==> src/rtl/dma_share_pkg.sv <==
package dma_share_pkg;

  typedef enum logic [1:0] {
    MODE_BURST = 2'b00,
    MODE_STEAL = 2'b01,
    MODE_SLOT  = 2'b10,
    MODE_RSVD  = 2'b11
  } mode_e;

  typedef enum logic [2:0] {
    ST_IDLE,
    ST_ARMED,
    ST_HREQ,
    ST_MOVE,
    ST_REL,
    ST_WAITW,
    ST_SLOT
  } st_e;

  localparam logic [1:0] REG_START = 2'd0;
  localparam logic [1:0] REG_LEN   = 2'd1;
  localparam logic [1:0] REG_CTRL  = 2'd2;
  localparam logic [1:0] REG_STAT  = 2'd3;

  localparam int CTL_DIR  = 2;
  localparam int CTL_MASK = 3;
  localparam int CTL_GO   = 4;

  // reserved code runs as burst
  function automatic mode_e resolve_mode(input logic [1:0] code);
    return (code == 2'b11) ? MODE_BURST : mode_e'(code);
  endfunction

endpackage

==> src/rtl/dma_cfg_regs.sv <==
module dma_cfg_regs
  import dma_share_pkg::*;
#(
  parameter int AW = 16,
  parameter int CW = 16,
  parameter int RW = 16
) (
  input  logic          clk,
  input  logic          rst_n,
  input  logic          cfg_we,
  input  logic [1:0]    cfg_addr,
  input  logic [RW-1:0] cfg_wdata,
  input  logic          active,
  input  logic          done_set,
  output logic [AW-1:0] start_addr,
  output logic [CW-1:0] xfer_len,
  output mode_e         mode,
  output logic          dir,
  output logic          mask,
  output logic          ctl_wr,
  output logic          ctl_go,
  output logic          irq
);

  logic irq_q;
  logic stat_clr;

  assign ctl_wr   = cfg_we && (cfg_addr == REG_CTRL) && !active && !irq_q;
  assign ctl_go   = cfg_wdata[CTL_GO];
  assign stat_clr = cfg_we && (cfg_addr == REG_STAT) && cfg_wdata[0];
  assign irq      = irq_q;

  always_ff @(posedge clk or negedge rst_n) begin
    if (!rst_n) begin
      start_addr <= '0;
      xfer_len   <= '0;
      mode       <= MODE_BURST;
      dir        <= 1'b0;
      mask       <= 1'b0;
    end else begin
      if (cfg_we && !active && cfg_addr == REG_START) start_addr <= cfg_wdata[AW-1:0];
      if (cfg_we && !active && cfg_addr == REG_LEN)   xfer_len   <= cfg_wdata[CW-1:0];
      if (ctl_wr) begin
        mode <= resolve_mode(cfg_wdata[1:0]);
        dir  <= cfg_wdata[CTL_DIR];
        mask <= cfg_wdata[CTL_MASK];
      end
    end
  end

  always_ff @(posedge clk or negedge rst_n) begin
    if (!rst_n)        irq_q <= 1'b0;
    else if (done_set) irq_q <= 1'b1;
    else if (stat_clr) irq_q <= 1'b0;
  end

  AST_IRQ_STICKY: assert property (@(posedge clk) disable iff (!rst_n)
    (irq_q && !stat_clr) |=> irq_q);

  AST_NO_ARM_PENDING: assert property (@(posedge clk) disable iff (!rst_n)
    (irq_q && cfg_we && cfg_addr == REG_CTRL) |=> $stable(mode) && $stable(mask));

endmodule

==> src/rtl/dma_xfer_ctr.sv <==
module dma_xfer_ctr #(
  parameter int AW = 16,
  parameter int CW = 16
) (
  input  logic          clk,
  input  logic          rst_n,
  input  logic          load,
  input  logic          step,
  input  logic [AW-1:0] start_addr,
  input  logic [CW-1:0] xfer_len,
  output logic [AW-1:0] cur_addr,
  output logic          last,
  output logic          empty
);

  logic [CW-1:0] remain;

  always_ff @(posedge clk or negedge rst_n) begin
    if (!rst_n) begin
      cur_addr <= '0;
      remain   <= '0;
    end else if (load) begin
      cur_addr <= start_addr;
      remain   <= xfer_len;
    end else if (step) begin
      cur_addr <= cur_addr + AW'(1);
      remain   <= remain - CW'(1);
    end
  end

  assign last  = (remain == CW'(1));
  assign empty = (remain == '0);

  AST_NO_UNDERFLOW: assert property (@(posedge clk) disable iff (!rst_n)
    step |-> !empty);

endmodule

==> src/rtl/dma_seq.sv <==
module dma_seq
  import dma_share_pkg::*;
(
  input  logic  clk,
  input  logic  rst_n,
  input  logic  ctl_wr,
  input  logic  ctl_go,
  input  mode_e mode,
  input  logic  mask,
  input  logic  len_zero,
  input  logic  dev_req,
  input  logic  hold_ack,
  input  logic  slot,
  input  logic  last,
  input  logic  empty,
  output logic  hold_req,
  output logic  fire,
  output logic  start,
  output logic  active,
  output logic  done_set,
  output logic  done
);

  st_e  state, nxt;
  logic req_ok;
  logic zero_done;

  assign req_ok    = (state == ST_ARMED) && !ctl_wr && dev_req && !mask;
  assign start     = req_ok && !len_zero;
  assign zero_done = req_ok && len_zero;
  assign hold_req  = (state == ST_HREQ) || (state == ST_MOVE);
  assign fire      = dev_req && (((state == ST_MOVE) && hold_ack) ||
                                 ((state == ST_SLOT) && slot));
  assign active    = (state == ST_HREQ) || (state == ST_MOVE) || (state == ST_REL) ||
                     (state == ST_WAITW) || (state == ST_SLOT);
  assign done_set  = (fire && last) || zero_done;

  always_comb begin
    nxt = state;
    case (state)
      ST_IDLE:  if (ctl_wr && ctl_go) nxt = ST_ARMED;
      ST_ARMED: begin
        if (ctl_wr)         nxt = ctl_go ? ST_ARMED : ST_IDLE;
        else if (zero_done) nxt = ST_IDLE;
        else if (start)     nxt = (mode == MODE_SLOT) ? ST_SLOT : ST_HREQ;
      end
      ST_HREQ:  if (hold_ack) nxt = ST_MOVE;
      ST_MOVE:  if (fire && (last || mode == MODE_STEAL)) nxt = ST_REL;
      ST_REL:   if (!hold_ack) nxt = empty ? ST_IDLE : ST_WAITW;
      ST_WAITW: if (dev_req) nxt = ST_HREQ;
      ST_SLOT:  if (fire && last) nxt = ST_IDLE;
      default:  nxt = ST_IDLE;
    endcase
  end

  always_ff @(posedge clk or negedge rst_n) begin
    if (!rst_n) begin
      state <= ST_IDLE;
      done  <= 1'b0;
    end else begin
      state <= nxt;
      done  <= done_set;
    end
  end

  AST_STEAL_RELEASE: assert property (@(posedge clk) disable iff (!rst_n)
    (fire && mode == MODE_STEAL) |=> !hold_req);

  AST_BURST_KEEP: assert property (@(posedge clk) disable iff (!rst_n)
    ($fell(hold_req) && mode == MODE_BURST) |-> done);

  AST_ZERO_NO_HOLD: assert property (@(posedge clk) disable iff (!rst_n)
    zero_done |=> (done && !hold_req));

  AST_MASK_BLOCK: assert property (@(posedge clk) disable iff (!rst_n)
    (state == ST_ARMED && mask && !ctl_wr) |=> !hold_req);

endmodule

==> src/rtl/dma_share_ctrl.sv <==
module dma_share_ctrl
  import dma_share_pkg::*;
#(
  parameter int AW = 16,
  parameter int DW = 16,
  parameter int CW = 16,
  parameter int RW = (AW > CW) ? AW : CW
) (
  input  logic          clk,
  input  logic          rst_n,
  input  logic          cfg_we,
  input  logic [1:0]    cfg_addr,
  input  logic [RW-1:0] cfg_wdata,
  input  logic          dev_req,
  input  logic [DW-1:0] dev_wdata,
  output logic          dev_ack,
  output logic [DW-1:0] dev_rdata,
  output logic          dev_done,
  output logic          hold_req,
  input  logic          hold_ack,
  output logic          dma_slot,
  output logic [AW-1:0] mem_addr,
  output logic [DW-1:0] mem_wdata,
  output logic          mem_we,
  output logic          mem_re,
  input  logic [DW-1:0] mem_rdata,
  output logic          irq
);

  logic [AW-1:0] start_addr;
  logic [CW-1:0] xfer_len;
  mode_e         mode;
  logic          dir, mask, ctl_wr, ctl_go;
  logic          active, done_set, fire, start, last, empty;
  logic          slot_q;

  dma_cfg_regs #(.AW(AW), .CW(CW), .RW(RW)) u_regs (
    .clk, .rst_n, .cfg_we, .cfg_addr, .cfg_wdata,
    .active, .done_set,
    .start_addr, .xfer_len, .mode, .dir, .mask,
    .ctl_wr, .ctl_go, .irq
  );

  dma_xfer_ctr #(.AW(AW), .CW(CW)) u_ctr (
    .clk, .rst_n, .load(start), .step(fire),
    .start_addr, .xfer_len,
    .cur_addr(mem_addr), .last, .empty
  );

  dma_seq u_seq (
    .clk, .rst_n, .ctl_wr, .ctl_go, .mode, .mask,
    .len_zero(xfer_len == '0),
    .dev_req, .hold_ack, .slot(slot_q), .last, .empty,
    .hold_req, .fire, .start, .active, .done_set, .done(dev_done)
  );

  // free-running sub-cycle phase for slot sharing
  always_ff @(posedge clk or negedge rst_n) begin
    if (!rst_n) slot_q <= 1'b0;
    else        slot_q <= ~slot_q;
  end

  assign dma_slot  = slot_q;
  assign mem_we    = fire && !dir;
  assign mem_re    = fire && dir;
  assign mem_wdata = dev_wdata;
  assign dev_rdata = mem_rdata;
  assign dev_ack   = fire;

  AST_SLOT_PHASE: assert property (@(posedge clk) disable iff (!rst_n)
    ((mem_we || mem_re) && !hold_ack) |-> dma_slot);

  AST_ADDR_STEP: assert property (@(posedge clk) disable iff (!rst_n)
    (mem_we || mem_re) |=> mem_addr == $past(mem_addr) + AW'(1));

  AST_DONE_IRQ: assert property (@(posedge clk) disable iff (!rst_n)
    dev_done |-> (irq && !hold_req));

  AST_ONE_STROBE: assert property (@(posedge clk) disable iff (!rst_n)
    !(mem_we && mem_re));

endmodule

==> config.mk <==
export PLATFORM = sky130hd
export DESIGN_NAME = dma_share_ctrl
export DESIGN_NICKNAME = d
export VERILOG_FILES = /design/src/rtl/dma_share_pkg.sv /design/src/rtl/dma_cfg_regs.sv /design/src/rtl/dma_xfer_ctr.sv /design/src/rtl/dma_seq.sv /design/src/rtl/dma_share_ctrl.sv
export SDC_FILE = /design/constraint.sdc
export NUM_CORES = 1
export LEC_CHECK = 0
export CORE_ASPECT_RATIO = 2
export CORE_UTILIZATION = 28
export DETAILED_ROUTE_END_ITERATION = 10
export DONT_BUFFER_PORTS = 1
export HOLD_SLACK_MARGIN = 0.06
export PLACE_DENSITY = 0.53
export SYNTH_ARGS = -nofsm -noshare
export SYNTH_HDL_FRONTEND = slang
export SYNTH_SLANG_ARGS = --single-unit
==> constraint.sdc <==
create_clock -name clk -period 2 [get_ports clk]
set_input_delay 0.3 -clock clk [delete_from_list [all_inputs] [get_ports clk]]
set_output_delay 0.3 -clock clk [all_outputs]
set_load 0.05 [all_outputs]
==> run summary, run 1 <==
share of cells above drive strength 1 = 32.6%
VDD IR-drop max = 442 uV
Synth Flop Type = dfrtp_1
Top Ports = 110
Clk pwr share = 20.8%
Design Area, Final = 4870 sq um
Final Cycle Share = 101%
NetSw = 3070 uW
PwrDens = 1600 nW/um^2
Reg2Reg Launch Point = u_ctr.remain[9]
reg-to-reg slack, setup = -20 ps
FP Rows = 61
die span in x = 86.3 um
WP data arrival = 2240 ps
die area = 14700 sq um
FF-to-FF End = u_seq.state[2]
Post-DP HPWL = 8.29 mm
final hold violation count = 74
synth warn = 0
DRT antenna net count = 0
overall global routing resource usage = 15.8%
Distinct cells, synth = 60
status = complete, but fails checks
Overall Power = 7790 uW
htree depth = 3
synth cell count leaders = dfrtp_1, nand2_1, buf_4, mux2_2, o21ai_0
Syn Area/Cell = 10.3 sq um
Setup CP Type = flip-flop to flip-flop
vias per cell = 5.06
kind of cell adding the most delay to the critical path = simple AND/OR/NAND/NOR gates
R2R cell count = 5
vias post-DR = 3079
Yosys top cell area share = 46.5%
TritonCTS buffer count = 9
critical path data required time = 2210 ps
crit path max-delay cell type = or4_4
crit path time final = 2020 ps
CTS tree = yes
net switching share of the total power = 39.4%
FF+latch count, synth = 74
RSZ-0062 raised after global routing = yes
routability cong. = 0.811
slew margin rel. = 63.0%
Die Y = 171 um
# diodes = 0
grt ovf = 0
ys async rst share = 100%
skew final = 6.90 ps
slew at the pin with the worst max-slew slack = 554 ps
DR WL/cell = 18.1 um
slowest stage delay, CP = 520 ps
Routed WL = 11.0 mm
final setup vio count = 2
fin worst setup slack = -25.0 ps
Placed Area = 4420 sq um
CTS clock-pin slew for the worst setup and hold paths = 60 ps
Yosys top cell by area = dfrtp_1
Initial Util = 28.7%
clk_lat worst skew = 340 ps
vias in the first global route = 3257
clock buffer depth = 2
root buffer cell = clkbuf_16
detailed-router iteration count before antenna repair = 6
Hold Crit Class = input port to asynchronous set/reset pin
top post-synthesis cells by area = dfrtp_1, mux2_2, buf_4
Max-Cap Viols = 0
pin count of the biggest net entering global routing = 75
Gate Count Post-Synth = 385
Syn Nets = 443
first-pass GRT wire length = 17.1 mm
hold_ws = -343 ps
Pleak = 0.00205 uW
Final nets = 473
Core Area = 13900 sq um
Filler Cell Count = 1457
Residual DRC = 0
Slew Limit Fails = 0
failing checks = hold timing, setup timing
internal power = 4720 uW
Cell Area, Synth = 3980 sq um
CP endpoint kind = flip-flop
critical path buffer and inverter count = 0
crit path max fanout = 4
Seq pwr share = 36.7%
# port buffers = 0
Worst setup SP type = flip-flop
Comb pwr share = 42.4%
most frequent cell after synthesis = dfrtp_1
synth-to-layout area growth = 22.4%
initial antenna violation count = 0
EDFF count, synth = 0
sequential element share of the synthesized area = 46.5%
max frequency = 0.494 GHz
TritonCTS Sinks = 74
Iter 0 DRT Violations = 185
CP Cell Sequence = or4_4, nor4b_4, and4_4, o21ai_2, o32a_1
## layout by cell type (no fill, tap or decap), drive strengths merged, types with 2 or more instances in the layout
| cell type | n |
|---|---|
| o221ai | 2 |
| a22oi | 2 |
| or4 | 7 |
| and3 | 7 |
| dfrtp | 74 |
| xor2 | 6 |
| xnor2 | 8 |
| o311ai | 8 |
| mux2i | 2 |
| or3 | 4 |
| clkbuf | 12 |
| inv | 10 |
| o211a | 2 |
| a221o | 2 |
| o211ai | 6 |
| a31oi | 4 |
| nand3 | 11 |
| nand3b | 2 |
| a21oi | 6 |
| nor2 | 11 |
| buf | 69 |
| nand4 | 5 |
| nand2 | 44 |
| nor4 | 10 |
| or2 | 2 |
| ha | 3 |
| nor2b | 2 |
| nand2b | 4 |
| nor3 | 7 |
| clkinv | 2 |
| mux2 | 34 |
| o21ai | 29 |
| and4 | 5 |
## power groups by stage
stage / clock network [uW] / logic (uW) / registers (uW)
6_report: 1620 / 3300 / 2860
3_5_place_dp: 0 / 3180 / 2800
2_1_floorplan: 0 / 1750 / 3160
5_1_grt: 1730 / 3570 / 2950
3_3_place_gp: 0 / 3130 / 2780
4_1_cts: 1660 / 3250 / 2820
## metrics by stage
| stage | worst slack [ps] | setup TNS [ps] | cells | util, % | hold slack (ps) |
|---|---|---|---|---|---|
| after CTS | -21.3 | -74.3 | 603 | 34.4 | -350 |
| after global routing | -58.1 | -153 | 609 | 35.1 | -352 |
| after floorplan | 37.4 | 0 | 385 | - | 4.41 |
| after detailed placement | -161 | -1550 | 585 | 31.8 | 6.80 |
| after global placement | -135 | -1130 | 585 | 31.8 | 6.91 |
| final | -25.0 | -31.6 | 609 | 35.1 | -343 |
## logic make-up (layout without fill, tap and decap cells)
family | Yosys count | after routing | share of synthesized area (%)
flip-flops | 74 | 74 | 46.5
AO/OA/AOI/OAI | 70 | 70 | 12.0
AND/OR/NAND/NOR | 128 | 128 | 18.3
multiplexers | 36 | 36 | 10.1
XOR/XNOR | 14 | 14 | 3.08
adder cells (fa/ha/maj) | 3 | 3 | 0.943
buffers and inverters | 60 | 95 | 9.09
## sequential cells by signal, indices dropped and copies added, names as in the netlist
| register | cells |
|---|---|
| u_ctr.cur_addr | 16 |
| u_regs.irq | 1 |
| u_regs.start_addr | 16 |
| u_regs.mode | 2 |
| u_seq.done | 1 |
| u_regs.dir | 1 |
| u_ctr.remain | 16 |
| u_seq.state | 3 |
| dma_slot | 1 |
| u_regs.xfer_len | 16 |
| u_regs.mask | 1 |
## cell type report
cell class / instances / area [sq um] / area share, %
Tap cell: 189 / 236 / 4.85
Clock buffer: 12 / 246 / 5.06
Sequential cell: 74 / 1850 / 38.1
Timing Repair Buffer: 69 / 584 / 12.0
Clock inverter: 4 / 51.3 / 1.05
Inverter: 10 / 40.0 / 0.822
Multi-Input combinational cell: 251 / 1860 / 38.2
## repair_timing
| action | in CTS | in global routing |
|---|---|---|
| setup buffers | 2 | 6 |
| pin swaps | 4 | 2 |
| gates cloned | 0 | 0 |
| endpoints found under the setup margin | 32 | 24 |
| gates resized for setup | 12 | 11 |
| endpoints found under the hold margin | 74 | 74 |
## how the worst max path moves through the flow
stage / from / endpoint / cells past startpoint
global route: u_ctr.remain[11] / u_seq.state[2] / 5
global placement: u_seq.state[2] / u_ctr.remain[7] / 6
detailed placement: u_seq.state[2] / u_ctr.remain[7] / 6
floorplan: u_ctr.remain[7] / u_ctr.remain[12] / 7
CTS: u_regs.xfer_len[7] / u_ctr.cur_addr[8] / 5
finish: u_ctr.remain[9] / u_seq.state[2] / 5
## layer usage
layer | wire [um] | track usage [%] | vias to the layer above
li1 | - | - | 1434
met1 | 3670 | 14.7 | 1515
met2 | 5990 | 29.1 | 91
met3 | 697 | 4.15 | 39
met4 | 654 | 11.4 | 0
met5 | 0 | 0 | -
Power figures use the tool's default switching activity.
==> inputs of run 2 (changes only) <==
--- a/config.mk
+++ b/config.mk
@@ -6,11 +6,11 @@
 export NUM_CORES = 1
 export LEC_CHECK = 0
 export CORE_ASPECT_RATIO = 2
-export CORE_UTILIZATION = 28
+export CORE_UTILIZATION = 31
 export DETAILED_ROUTE_END_ITERATION = 10
 export DONT_BUFFER_PORTS = 1
 export HOLD_SLACK_MARGIN = 0.06
-export PLACE_DENSITY = 0.53
+export PLACE_DENSITY = 0.56
 export SYNTH_ARGS = -nofsm -noshare
 export SYNTH_HDL_FRONTEND = slang
 export SYNTH_SLANG_ARGS = --single-unit
==> run 2 against run 1 <==
- the run still ends with hold timing, setup timing left
- first-iteration DRC count down 11%
- final area is 0.15% lower
- total power up 2.2%
- maximum frequency decreased by 1.3%
- worst setup slack got worse by 26 ps
- die area decreased by 9.5%
- flip-flop and latch count stayed put
==> run summary, run 2 (same netlist as run 1, synthesis figures left out) <==
status = complete, but fails checks
failing checks = hold timing, setup timing
most common cell after layout, fill and taps aside = dfrtp_1
Core Area = 12600 sq um
Top Ports = 110
critical path data required time = 1700 ps
DR WL/cell = 19.0 um
first-pass GRT wire length = 16.4 mm
Placed Area = 4330 sq um
slew at the pin with the worst max-slew slack = 554 ps
vias per cell = 5.44
root buffer cell = clkbuf_16
VDD IR-drop max = 742 uV
clock buffer depth = 2
max frequency = 0.487 GHz
crit path max fanout = 14
die span in x = 82.1 um
final setup vio count = 1
TritonCTS Sinks = 74
pin count of the biggest net entering global routing = 75
Die Y = 162 um
Pleak = 0.00206 uW
final hold violation count = 74
fin worst setup slack = -51.4 ps
Worst setup SP type = flip-flop
die area = 13300 sq um
detailed-router iteration count before antenna repair = 4
WP data arrival = 1750 ps
CTS clock-pin slew for the worst setup and hold paths = 60 ps
vias in the first global route = 3072
most frequent cells in the layout = dfrtp_1, buf_4, nand2_1, mux2_2, o21ai_0
Max-Cap Viols = 0
htree depth = 3
share of cells above drive strength 1 = 33.2%
Residual DRC = 0
initial antenna violation count = 0
synth-to-layout area growth = 22.2%
Slew Limit Fails = 0
# diodes = 0
Setup CP Type = flip-flop to primary output
clk_lat worst skew = 340 ps
Final Cycle Share = 103%
Initial Util = 31.7%
fin util = 38.7%
Hold Crit Class = input port to asynchronous set/reset pin
Design Area, Final = 4860 sq um
Iter 0 DRT Violations = 165
skew final = 9.35 ps
DRT antenna net count = 0
RSZ-0062 raised after global routing = yes
grt ovf = 0
# port buffers = 0
Post-DP HPWL = 7.97 mm
PwrDens = 1640 nW/um^2
TritonCTS buffer count = 9
Filler Cell Count = 1230
overall global routing resource usage = 17.1%
vias post-DR = 3079
hold_ws = -340 ps
crit path time final = 2050 ps
Routed WL = 10.8 mm
setup TNS = -51.4 ps
Final nets = 469
CTS tree = yes
routability cong. = 0.814
CP endpoint kind = primary output
FP Rows = 58
slew margin rel. = 63.1%
[run 2: path summary, 6_finish.rpt]
kind,startpoint,end,slack (ps),cells after the start
min in group clk,cfg_wdata[2],u_regs.dir,100,1
worst min-delay path,rst_n,u_ctr.remain[8],-340,0
worst max register to register,u_ctr.remain[9],u_seq.state[1],0,6
worst max-delay path,u_seq.state[0],mem_re,-50,5
max in group asynchronous,rst_n,u_regs.start_addr[12],2180,0
worst min register to register,u_regs.start_addr[11],u_ctr.cur_addr[11],480,2
[run 2: layer usage]
layer	track usage (%)	vias up	part of all wire, %
li1	-	1425	-
met1	16.3	1536	33
met2	31.3	82	58
met3	4.78	36	5.6
met4	9.09	0	3.5
met5	0	-	0
[run 2: power breakdown]
part	switching (uW)	internal (uW)
registers	657	2190
clock network	642	1170
logic	1760	1550
total	3060	4900
[run 2: metrics by stage]
stage,total power (uW),setup slack (ps),instances,hold WS (ps)
6_report,7960,-51.4,566,-340
5_1_grt,8400,-112,566,-352
4_1_cts,7810,-7.86,563,-349
3_5_place_dp,5890,-91.2,543,6.35
3_3_place_gp,5820,-2.33,543,7.08
2_1_floorplan,4910,37.4,385,4.41
[run 2: worst max-delay path: stages, from the launching register on]
cell and delay [ps]:
dfrtp_1 450, nand3b_1 230, a21o_1 250, inv_4 100, buf_12 140, and2_4 240
[run 2: layout make-up]
class	instances	area, sq um	area share [%]
Multi-Input combinational cell	251	1870	38.4
Sequential cell	74	1850	38.1
Timing Repair Buffer	65	578	11.9
Clock buffer	11	253	5.20
Tap cell	150	188	3.86
Clock inverter	5	85.1	1.75
Inverter	10	40.0	0.823
[run 2: what timing repair did]
action | 4_1_cts | 5_1_grt
gates cloned | 0 | 0
gates resized for setup | 9 | 21
pin swaps | 9 | 6
setup endpoints to repair | 24 | 28
buffers inserted | 4 | 3
hold endpoints to repair | 74 | 74
==> inputs of run 3 (changes only) <==
--- a/config.mk
+++ b/config.mk
@@ -5,12 +5,15 @@
 export SDC_FILE = /design/constraint.sdc
 export NUM_CORES = 1
 export LEC_CHECK = 0
+export CELL_PAD_IN_SITES_DETAIL_PLACEMENT = 1
+export CELL_PAD_IN_SITES_GLOBAL_PLACEMENT = 1
 export CORE_ASPECT_RATIO = 2
+export CORE_MARGIN = 1
 export CORE_UTILIZATION = 31
 export DETAILED_ROUTE_END_ITERATION = 10
 export DONT_BUFFER_PORTS = 1
 export HOLD_SLACK_MARGIN = 0.06
-export PLACE_DENSITY = 0.56
+export PLACE_DENSITY = 0.67
 export SYNTH_ARGS = -nofsm -noshare
 export SYNTH_HDL_FRONTEND = slang
 export SYNTH_SLANG_ARGS = --single-unit
==> run 3 against run 2 <==
- the run still ends with hold timing, setup timing left
- highest routed layer unchanged
- largest power group unchanged
- final area fell by 1.1%
- die area did not move
- combinational power rose by 4%
- critical endpoint is now u_seq.state[2]
- sequential share of layout area grew 0.43 points
==> run summary, run 3 (same netlist as run 1, synthesis figures left out) <==
FF-to-FF End = u_seq.state[2]
Worst setup SP type = flip-flop
overall global routing resource usage = 19.4%
Comb pwr share = 44.1%
slew at the pin with the worst max-slew slack = 579 ps
CP Cell Sequence = nor4_4, nand4_1, or3b_4, a41o_1, o32a_1
DRT antenna net count = 0
fin cells = 570
die span in x = 82.1 um
die area = 13300 sq um
first-pass GRT wire length = 18.8 mm
R2R cell count = 5
Reg2Reg Launch Point = u_regs.xfer_len[0]
internal power = 4600 uW
max frequency = 0.479 GHz
failing checks = hold timing, setup timing
DR WL/cell = 21.0 um
Final nets = 473
grt ovf = 0
setup TNS = -88.1 ps
RSZ-0062 raised after global routing = yes
most common cell after layout, fill and taps aside = dfrtp_1
htree depth = 3
Pleak = 0.00206 uW
WP data arrival = 2310 ps
PwrDens = 1630 nW/um^2
Iter 0 DRT Violations = 151
Seq pwr share = 36.3%
critical path buffer and inverter count = 0
max layer used = met4
routability cong. = 0.785
Met3 Wirelength = 684 um
final hold violation count = 74
CTS tree = yes
initial antenna violation count = 0
TritonCTS buffer count = 9
vias post-DR = 3130
# port buffers = 0
Setup CP Type = flip-flop to flip-flop
slowest stage delay, CP = 470 ps
met2 routed WL = 6.82 mm
CP endpoint kind = flip-flop
kind of cell adding the most delay to the critical path = simple AND/OR/NAND/NOR gates
hold_ws = -350 ps
crit path max fanout = 4
FP Rows = 58
DRT met1 WL = 3.80 mm
CTS clock-pin slew for the worst setup and hold paths = 60 ps
root buffer cell = clkbuf_16
status = complete, but fails checks
NetSw = 3230 uW
reg-to-reg slack, setup = -90 ps
final setup vio count = 1
Final Cycle Share = 104%
Post-DP HPWL = 8.76 mm
most frequent cells in the layout = dfrtp_1, buf_4, nand2_1, mux2_2, o21ai_0
detailed-router iteration count before antenna repair = 4
pre-CTS setup slack = -196 ps
critical path data required time = 2220 ps
TritonCTS Sinks = 74
Die Y = 162 um
Placed Cells incl. Taps = 543
fin worst setup slack = -88.1 ps
synth-to-layout area growth = 20.9%
share of cells above drive strength 1 = 32.9%
vias in the first global route = 3594
Residual DRC = 0
Initial Util = 31.7%
VDD IR-drop max = 562 uV
Overall Power = 7820 uW
crit path time final = 2090 ps
slew margin rel. = 61.4%
# diodes = 0
Slew Limit Fails = 0
Core Area = 12600 sq um
Max-Cap Viols = 0
pin count of the biggest net entering global routing = 75
clock buffer depth = 2
crit path max-delay cell type = or3b_4
skew final = 7.05 ps
clk_lat worst skew = 340 ps
Top Ports = 110
net switching share of the total power = 41.3%
Hold Crit Class = input port to asynchronous set/reset pin
Routed WL = 12.0 mm
vias per cell = 5.49
Clk pwr share = 19.6%
[run 3: changes by cell type in the layout (fill, tap and decap cells not counted), moves of 2 or more]
| cell | before | now |
|---|---|---|
| nor4_2 | 4 | 2 |
| buf_4 | 56 | 61 |
| nor4_1 | 5 | 7 |
| clkinv_2 | 0 | 2 |
| bufinv_16 | 2 | 0 |
| clkbuf_8 | 2 | 0 |
[run 3: repair_timing]
item,in CTS,in global routing
endpoints found under the hold margin,74,74
pin swaps,5,5
gates resized for setup,10,13
cloned,0,0
endpoints found under the setup margin,16,22
buffers inserted,5,6
[run 3: through the flow]
step / instance area [sq um] / util, %
floorplan: 3990 / -
global placement: 4350 / 34.6
detailed placement: 4350 / 34.6
CTS: 4700 / 37.5
global route: 4810 / 38.3
finish: 4810 / 38.3
[run 3: power groups by stage]
stage	logic [uW]	clock network, uW	registers [uW]
after floorplan	1750	0	3160
after global placement	3120	0	2780
after detailed placement	3230	0	2820
after CTS	3340	1560	2830
after global routing	3720	1610	2920
final	3450	1530	2840
[run 3: layer usage]
layer	track usage, %	vias to the layer above
met3	4.78	46
met5	0	-
met4	14.3	0
met2	36.0	82
li1	-	1427
met1	17.0	1575
[run 3: worst max path at each step]
stage | from | to | cells past startpoint
floorplan | u_ctr.remain[7] | u_ctr.remain[12] | 7
global placement | u_regs.xfer_len[0] | u_seq.state[2] | 5
detailed placement | u_regs.xfer_len[1] | u_ctr.cur_addr[14] | 5
CTS | u_regs.xfer_len[0] | u_seq.state[2] | 5
global route | u_regs.xfer_len[11] | u_seq.state[2] | 5
finish | u_regs.xfer_len[0] | u_seq.state[2] | 5
[run 3: area by class of cell]
cell class                 instances  area (sq um)
clock inverter                     7          52.6
tap                              150           188
inverter                          10          37.5
clock buffer                       9           225
timing repair buffer              69           592
sequential                        74          1850
fill                            1428          7740
multi-input combinational        251          1860
[run 3: worst register-to-register path, cell delays in order, from the launching register on]
cell and delay, ps:
dfrtp_1 400, nor4_4 340, nand4_1 270, or3b_4 470, a41o_1 200, o32a_1 280
